`config.mk`:
```
export PLATFORM = sky130hd
export DESIGN_NAME = qdigit_logic_unit
export DESIGN_NICKNAME = d
export VERILOG_FILES = /design/src/rtl/qdigit_logic_unit.sv
export SDC_FILE = /design/constraint.sdc
export NUM_CORES = 1
export LEC_CHECK = 0
export BUFFER_PORTS_ARGS = -buffer_cell sky130_fd_sc_hd__clkbuf_2
export CAP_MARGIN = 5
export CORE_ASPECT_RATIO = 2
export CORE_UTILIZATION = 30
export DETAILED_ROUTE_END_ITERATION = 6
export GPL_TIMING_DRIVEN = 1
export HOLD_SLACK_MARGIN = 0.15
export SLEW_MARGIN = 20
export SYNTH_ARGS = -nofsm -noshare
export SYNTH_HDL_FRONTEND = slang
export SYNTH_SLANG_ARGS = --single-unit
```
`constraint.sdc`:
```
create_clock -name clk -period 0.8 [get_ports clk]
set_clock_uncertainty 0.05 [all_clocks]
set_input_delay 0.08 -clock clk [delete_from_list [all_inputs] [get_ports clk]]
set_output_delay 0.08 -clock clk [all_outputs]
set_load 0.05 [all_outputs]
```
`src/rtl/qdigit_logic_unit.sv`:
```
module qdigit_logic_unit #(
  parameter int N       = 8,
  parameter bit OUT_REG = 1'b1
) (
  input  logic           clk,
  input  logic           rst_n,
  input  logic [2*N-1:0] op_a,
  input  logic [2*N-1:0] op_b,
  input  logic [3:0]     op_sel,
  output logic [2*N-1:0] result,
  output logic           bad_op
);
  localparam int W = 2 * N;

  localparam logic [2:0] P_NONE = 3'd0;
  localparam logic [2:0] P_CMP  = 3'd1;
  localparam logic [2:0] P_SWAP = 3'd2;
  localparam logic [2:0] P_INW  = 3'd3;
  localparam logic [2:0] P_OUTW = 3'd4;

  localparam logic [1:0] B_MIN = 2'd0;
  localparam logic [1:0] B_MAX = 2'd1;
  localparam logic [1:0] B_A   = 2'd2;

  logic [1:0]   base_sel;
  logic [2:0]   post_sel;
  logic         legal;
  logic [W-1:0] res_d;

  always_comb begin
    base_sel = B_MIN;
    post_sel = P_NONE;
    legal    = 1'b1;
    case (op_sel)
      4'd0:  begin base_sel = B_MIN; post_sel = P_NONE; end
      4'd1:  begin base_sel = B_MAX; post_sel = P_NONE; end
      4'd2:  begin base_sel = B_A;   post_sel = P_CMP;  end
      4'd3:  begin base_sel = B_A;   post_sel = P_SWAP; end
      4'd4:  begin base_sel = B_A;   post_sel = P_INW;  end
      4'd5:  begin base_sel = B_A;   post_sel = P_OUTW; end
      4'd6:  begin base_sel = B_MIN; post_sel = P_SWAP; end
      4'd7:  begin base_sel = B_MAX; post_sel = P_SWAP; end
      4'd8:  begin base_sel = B_MIN; post_sel = P_INW;  end
      4'd9:  begin base_sel = B_MAX; post_sel = P_INW;  end
      4'd10: begin base_sel = B_MIN; post_sel = P_OUTW; end
      4'd11: begin base_sel = B_MAX; post_sel = P_OUTW; end
      default: legal = 1'b0;
    endcase
  end

  for (genvar g = 0; g < N; g++) begin : g_digit
    logic [1:0] a, b, lo, hi, base, post;
    assign a  = op_a[2*g +: 2];
    assign b  = op_b[2*g +: 2];
    assign lo = (a < b) ? a : b;
    assign hi = (a < b) ? b : a;

    always_comb begin
      case (base_sel)
        B_MIN:   base = lo;
        B_MAX:   base = hi;
        default: base = a;
      endcase
      case (post_sel)
        P_CMP:   post = ~base;
        P_SWAP:  post = {base[0], base[1]};
        P_INW:   post = {~base[1], base[1]};
        P_OUTW:  post = {~base[1], ~base[1]};
        default: post = base;
      endcase
    end

    assign res_d[2*g +: 2] = legal ? post : 2'd0;
  end

  if (OUT_REG) begin : g_reg
    always_ff @(posedge clk or negedge rst_n) begin
      if (!rst_n) begin
        result <= '0;
        bad_op <= 1'b0;
      end else begin
        result <= res_d;
        bad_op <= ~legal;
      end
    end
  end else begin : g_comb
    assign result = res_d;
    assign bad_op = ~legal;
  end

  function automatic bit digits_sym(input logic [W-1:0] v);
    bit ok = 1'b1;
    for (int i = 0; i < N; i++)
      if (v[2*i +: 2] == 2'd1 || v[2*i +: 2] == 2'd2) ok = 1'b0;
    return ok;
  endfunction

  function automatic bit digits_asym(input logic [W-1:0] v);
    bit ok = 1'b1;
    for (int i = 0; i < N; i++)
      if (v[2*i +: 2] == 2'd0 || v[2*i +: 2] == 2'd3) ok = 1'b0;
    return ok;
  endfunction

  function automatic bit digits_le(input logic [W-1:0] r, input logic [W-1:0] x);
    bit ok = 1'b1;
    for (int i = 0; i < N; i++)
      if (r[2*i +: 2] > x[2*i +: 2]) ok = 1'b0;
    return ok;
  endfunction

  assert_min_bound_R2: assert property (@(posedge clk) disable iff (!rst_n)
    (op_sel == 4'd0) |-> (digits_le(res_d, op_a) && digits_le(res_d, op_b)));

  assert_max_bound_R3: assert property (@(posedge clk) disable iff (!rst_n)
    (op_sel == 4'd1) |-> (digits_le(op_a, res_d) && digits_le(op_b, res_d)));

  assert_inward_range_R9: assert property (@(posedge clk) disable iff (!rst_n)
    (op_sel == 4'd4 || op_sel == 4'd8 || op_sel == 4'd9) |-> digits_asym(res_d));

  assert_outward_range_R10: assert property (@(posedge clk) disable iff (!rst_n)
    (op_sel == 4'd5 || op_sel == 4'd10 || op_sel == 4'd11) |-> digits_sym(res_d));

  assert_illegal_zero_R11: assert property (@(posedge clk) disable iff (!rst_n)
    bad_op |-> (result == '0));
endmodule

```
## Yosys cells after proc, flatten, opt, wreduce, memory -nomap -nowiden

Cells that the tools add are included.

| operators by class | value |
|---|---|
| order comparisons | 8 |
| eq/ne operators | 16 |
| mux-type cells | 43 |
| bitwise logic cells | 17 |
| reductions and logical operators | 8 |

Operators with widths:

| kind | number |
|---|---|
| $pmux W2 S4 | 8 |
| $mux W2 | 24 |
| $pmux W2 S2 | 9 |
| $eq A4 B3 Y1 const B | 4 |
| $eq A4 B4 Y1 const B | 4 |
| $lt A2 B2 Y1 | 8 |
| $not A2 Y2 | 8 |
| $pmux W3 S4 | 1 |
| $reduce_or A12 Y1 | 1 |
| $not A1 Y1 | 9 |
| $reduce_or A3 Y1 | 3 |
| $eq A4 B2 Y1 const B | 2 |
| $reduce_or A4 Y1 | 2 |
| $eq A3 B2 Y1 const B | 2 |
| $eq A4 B1 Y1 const B | 1 |
| $logic_not A4 Y1 | 1 |
| $eq A3 B1 Y1 const B | 1 |
| $eq A3 B3 Y1 const B | 1 |
| $eq A2 B1 Y1 const B | 1 |
| $logic_not A2 Y1 | 1 |
| $mux W1 | 1 |

| storage, ports and cells | value |
|---|---|
| flip-flop bits (word level) | 17 |
| input bits | 38 |
| output and inout bits | 17 |
| logic and storage cells | 94 |

## Logic depth before layout (Yosys ltp)

Gate-level depths: netlist of run 1.

| depth | value |
|---|---|
| depth after elaboration | 8 |
| gate-level depth with buffers | 9 |
| gate-level depth less buffers | 7 |

## Worst setup path after synthesis of run 1

OpenSTA, ideal clock, no wires.

| timing | value |
|---|---|
| kind | input port to flip-flop |
| start | input port op_sel[0] |
| end | register result[14] |
| library setup time | 0.124 ns |
| arrival time | 1.523 ns |
| data required time | 0.626 ns |
| path slack | -0.897 ns |
| stages on the path | 8 |
| path buffers | 2 |
| cell sequence | buf_2 -> a21boi_2 -> buf_2 -> nand2_1 -> a31oi_2 -> nor2_1 -> a211o_1 -> o31a_1 |

| on the way | value |
|---|---|
| longest elaborated chain between the ends | 8 |
| elaborated cells between the ends (all ways) | 32 |
| classes of those cells | 16 x eq/ne; 6 x mux; 2 x bitwise; 8 x reduce/logical |

Ends and longest elaborated chain:

| what | line | source |
|---|---|---|
| from (decl) | 9 | `input logic [3:0] op_sel,` |
| $eq A4 B4 Y1 (tied with other cells) | 34 | `case (op_sel)` |
| $reduce_or A4 Y1 (no source line) | n/a |  |
| $pmux W2 S2 | 34 |  |
| $eq A2 B1 Y1 or $logic_not A2 Y1 (tied branches) | 59 | `case (base_sel)` |
| $pmux W2 S2 | 59 |  |
| $not A1 Y1 or $not A2 Y2 (tied branches) | 68, 65 |  |
| $pmux W2 S4 | 64 | `case (post_sel)` |
| $mux W2 * | 73 | `assign res_d[2*g +: 2] = legal ? post : 2'd0;` |
| named net res_d[14] | 28 | `logic [W-1:0] res_d;` |
| to (signal assigned) | 82 | `result <= res_d;` |
| to (decl) | 10 | `output logic [2*N-1:0] result,` |

Mark *: on every way through the listed nets, which the timed path passes. The rest lies on a longest branch.

## Worst setup path in the final report of run 1

| timing | value |
|---|---|
| start | input port op_sel[2] |
| end | register result[4] |

The elaborated chain is that of the path after synthesis.

==> results of run 1 <==
-- metrics by stage --
stage	hold slack [ps]	total power, mW	instance area (um2)	util	TNS (ps)
4_1_cts	192.4	4.829	3670	0.5088	-12320
6_report	253.3	5.129	3897	0.5404	-12690
3_5_place_dp	-6.673	3.347	3174	0.4401	-15700
2_1_floorplan	-265.6	2.538	2386	-	-11530
3_3_place_gp	-8.524	3.298	3174	0.4401	-15130
5_1_grt	299.6	5.413	3897	0.5404	-14190
-- layout by cell type (no fill, tap or decap), types with 8 or more instances in the layout --
| master | n |
|---|---|
| and3_1 | 12 |
| clkbuf_2 | 33 |
| o31a_1 | 8 |
| nand2_1 | 15 |
| inv_1 | 25 |
| xor2_1 | 8 |
| ha_1 | 23 |
| dfrtp_1 | 17 |
| buf_6 | 20 |
| buf_8 | 17 |
| xnor2_1 | 8 |
| a211o_1 | 8 |
| buf_4 | 57 |
| o221ai_2 | 8 |
| mux2i_1 | 8 |
| nor2_1 | 13 |
-- sequential cells by signal, summed over array words and instances, names as in the netlist --
name    cells
result     16
bad_op      1
-- worst max-delay path: stages --
cell and delay, ps:
clkbuf_16 140, xnor2_4 240, buf_6 170, buf_6 120, nor3_2 50, a31oi_4 240
nor2_1 90, a211o_1 230, o31a_1 280
-- metal layers --
layer  wire length (um)  global-route usage
met3                195             0.01282
met2               4287              0.3899
met5                  0                   0
met1               2393              0.1844
met4                249             0.08576
-- path summary, 6_finish.rpt --
path,from,endpoint,cells after the start
setup / recovery,op_sel[2],result[4],9
hold / removal,rst_n,result[6],2
max in group asynchronous,rst_n,result[15],2
min in group clk,op_b[10],result[11],4
-- final cells by class --
cell class | count | area (um2)
Timing Repair Buffer | 136 | 1230
Tap cell | 92 | 115.1
Inverter | 25 | 93.84
Sequential cell | 17 | 425.4
Fill cell | 644 | 3314
Multi-Input combinational cell | 209 | 1954
Clock buffer | 4 | 78.83
-- power groups by stage --
stage	clock network, mW	logic, mW	registers [mW]
after floorplan	0	1.09	1.45
after global placement	0	2.28	1.02
after detailed placement	0	2.33	1.02
after CTS	1.05	2.75	1.02
after global routing	1.09	3.25	1.07
final	1.04	3.04	1.05
-- repair_timing --
action | CTS | global route
setup endpoints to repair | 33 | 33
cloned | 2 | 2
pin swaps | 4 | 34
hold endpoints to repair | 17 | 0
resized for setup | 76 | 43
hold buffers | 1 | 0
buffers inserted | 4 | 9
-- cells by family after synthesis --
family | Yosys count
AO/OA/AOI/OAI | 79
adder cells (fa/ha/maj) | 24
buffers and inverters | 44
AND/OR/NAND/NOR | 77
XOR/XNOR | 17
flip-flops | 17
multiplexers | 8
==> results.cfg, run 1 <==
[drt]
wl_per_cell_um = 14.75
first_pass_iters = 6
drt_wl_total_um = 7126
postRouteAntennaNets = 0
drc = 2
first_iter_violations = 93
num_vias = 2564
routed_via_density = 5.308

[grt]
antenna_found_initial = 0
overflow = 0
grt_pass1_wl_um = 11630
grt_pass1_vias = 2553
grtUsageTotal = 0.1884
grt_max_degree = 30

[synthesis]
synth_edf_count = 0
synth_area_mm2 = 0.002220
yosysTopAreaCell = dfrtp_1
syn_inst = 266
syn-num-nets = 328
yosysMostFrequentCell = inv_1
syn-mean-instance-area_um2 = 8.344
yosysTopAreaCellShare = 0.1917
yosys_warnings = 0
synth.area.top_cells = dfrtp_1 19%, ha_1 14%, inv_1 4.2%
yosys-top-cells-count = 25 x inv_1, 24 x ha_1, 17 x dfrtp_1
synthFlopType = dfrtp_1
synth_compound_gate_area_share = 0.3055
synth_cell_type_count = 40
synth_fa_ha_area_frac = 0.1353
synth-async-reset-ratio = 1.000
ys_ff_latch = 17
yosys-mux-area-fraction = 0.03608
synth_xor_area_frac = 0.06708
synthSimpleGateAreaFrac = 0.1764
seq_area_frac_synth = 0.1917
synth_top_family_by_area = compound AO/OA/AOI/OAI gates

[status]
status = finished with violations
violations = DRC, setup timing

[clock_tree]
clockBufferDepth = 2
cts_max_level = 1
clkTransAtPathRegs_ps = 50
ctsRootBufferMaster = clkbuf_16
cts_tree = built
cts.sinks = 17
cts_buffers = 3

[worst_hold_path]
hold_path.class = in -> async

[setup_path]
critPathMaxFanout = 5
cp.arrival_ps = 1630
start_kind = input pin
path_class = in -> reg
crit_required_ps = 880
endpoint_kind = flip-flop

[pwr]
p_int_mw = 3.161
p_clk_frac = 0.202
powerDensity_mw_per_mm2 = 1316
netSwitchingPower_mw = 1.968
pwr-share-seq = 0.205
leakage_nw = 1.866
vdd_drop_max_mv = 0.6432
swShare = 0.3837
combinationalPowerShare = 0.592

[floorplanning]
core_mm2 = 0.007212
pin_count = 55
die_h_um = 123.6
fp.dieW_um = 62.82
initial_core_util = 0.3078
dieArea_mm2 = 0.007767
rows = 44

[sta]
max_clock_freq_ghz = 0.6453
setup-violations-final = 33
timing.final.ws_setup_ps = -749.8
rsz0062_at_grt = true
final_hold_viol_count = 0
worstMarginPinSlew_ps = 641.5
min_period_over_period = 1.937
maxSlewHeadroom = 0.5704
min_period_ps = 1550
slew_violations = 0

[placement]
port_buffers = 54
gp_congestion = 0.7882
place_ws_ps = -1073
post-dp-hpwl_um = 5097
placedCellCount = 464

[layout]
diodes = 0
nets = 454
stdcell_count = 483
syn2layout_area_growth_pct = 75.59
drive_above_1_share = 0.4783

[run]
drv_cap = 0
Note: power is estimated with default switching activity, not from simulation.
==> inputs of run 2 (changes only) <==
- clock period: 0.8 -> 1.4 ns (I/O delays scaled with it)
==> run 2 against run 1 <==
Compared with the run above:
- the flow finishes with violations (setup timing)
- critical path depth fell by 1
- clock power decreased by 45%
- critical endpoint is now result[10]
- largest cell class unchanged
- sequential share of layout area grew 1.2 points
==> results.cfg, run 2 (synthesized netlist as in run 1, its figures left out) <==
[layout]
layout_commonest_cell = buf_4
largest_register_ffs = 16
diodes = 0
final_cell_mix = 66 x buf_4, 51 x clkbuf_2, 25 x inv_1, 24 x ha_1, 17 x dfrtp_1
top_register = result
nets = 451
final_area_mm2 = 0.003518
drive_above_1_share = 0.4536
syn2layout_area_growth_pct = 58.51
postLayoutCoreUtil = 0.4879
reg.largest.list = result: 16 flops, bad_op: 1 flops

[sta]
rsz0062_at_grt = true
worstMarginPinSlew_ps = 657.1
slew_violations = 0
min_period_over_period = 1.135
fin_setup_tns_ps = -1721
min_period_ps = 1589
timing.final.ws_setup_ps = -189.2
final_hold_viol_count = 0
setup-violations-final = 14
maxSlewHeadroom = 0.5603
max_clock_freq_ghz = 0.6292

[drt]
drc = 0
drt_wl_total_um = 6531
wl_per_cell_um = 13.61
first_pass_iters = 4
num_vias = 2411
first_iter_violations = 65
postRouteAntennaNets = 0
routed_via_density = 5.023

[status]
violations = setup timing
status = finished with violations

[pwr]
leakage_nw = 1.767
netSwitchingPower_mw = 1.008
p_clk_frac = 0.219
powerDensity_mw_per_mm2 = 739.8
swShare = 0.3871
pwr-share-seq = 0.220
vdd_drop_max_mv = 0.3443
p_int_mw = 1.595
combinationalPowerShare = 0.561

[grt]
grt_pass1_vias = 2358
antenna_found_initial = 0
grt_pass1_wl_um = 10490
grtUsageTotal = 0.1720
overflow = 0
grt_max_degree = 30

[clock_tree]
cts_buffers = 3
ctsRootBufferMaster = clkbuf_16
cts_tree = built
clkTransAtPathRegs_ps = 50
cts_max_level = 1
cts.sinks = 17
clockBufferDepth = 2

[run]
drv_cap = 0

[setup_path]
start_kind = input pin
path_buf_inv = 2
crit_chain = clkbuf_16, xnor2_4, or2_4, o211ai_1, a221oi_2, buf_4, a211o_1, o31a_1
endpoint_kind = flip-flop
path_delay_family = compound AO/OA/AOI/OAI gates
crit_required_ps = 1480
critPathMaxFanout = 20
cp.arrival_ps = 1670
path_class = in -> reg
cp_slowest_stage_delay_ps = 330
crit_slowest_cell = or2_4

[floorplanning]
die_h_um = 123.6
core_mm2 = 0.007212
dieArea_mm2 = 0.007767
fp.dieW_um = 62.82
rows = 44
initial_core_util = 0.3078
pin_count = 55

[placement]
place_ws_ps = -545.5
port_buffers = 54
placed_cell_area_mm2 = 0.003189
gp_congestion = 0.7644
post-dp-hpwl_um = 5138

[worst_hold_path]
hold_path.class = in -> async
## run 2: worst max path at each step
stage,start,end,slack [ps],depth (start not counted)
floorplan,op_sel[2],result[0],-310,8
global placement,op_sel[2],result[8],-500,8
detailed placement,op_sel[2],result[8],-550,8
CTS,op_sel[3],result[8],-190,8
global route,op_sel[1],result[2],-250,10
finish,op_sel[1],result[10],-190,8
## run 2: repair_timing
item	CTS	global route
endpoints found under the setup margin	16	16
setup buffers	2	1
hold buffers	1	0
hold endpoints to repair	17	0
gates resized for setup	27	16
pin swaps	5	4
gates cloned	0	1
## run 2: layer usage
layer	global-route usage	wire, um
met2	0.3560	3872
met5	0	0
met3	0.008242	154
met1	0.1625	2296
met4	0.09884	208
## run 2: power groups by stage
stage	Combinational (mW)	Clock (mW)	Sequential, mW
finish	1.46	0.569	0.573
CTS	1.42	0.585	0.574
detailed placement	1.34	0	0.582
global placement	1.32	0	0.583
global route	1.58	0.600	0.582
floorplan	0.609	0	0.828
## run 2: layout make-up
class | instances | area (um2)
clock buffer | 4 | 78.83
fill | 705 | 3694
inverter | 25 | 93.84
multi-input combinational | 206 | 1819
sequential | 17 | 425.4
tap | 92 | 115.1
timing repair buffer | 136 | 985.9
## run 2: per-stage QoR
step                      cells  power (mW)  hold slack [ps]
after floorplan             266       1.438           -205.6
after global placement      471       1.907            53.43
after detailed placement    471       1.924            49.14
after CTS                   478       2.579            320.4
after global routing        480       2.758            346.0
final                       480       2.603            297.8
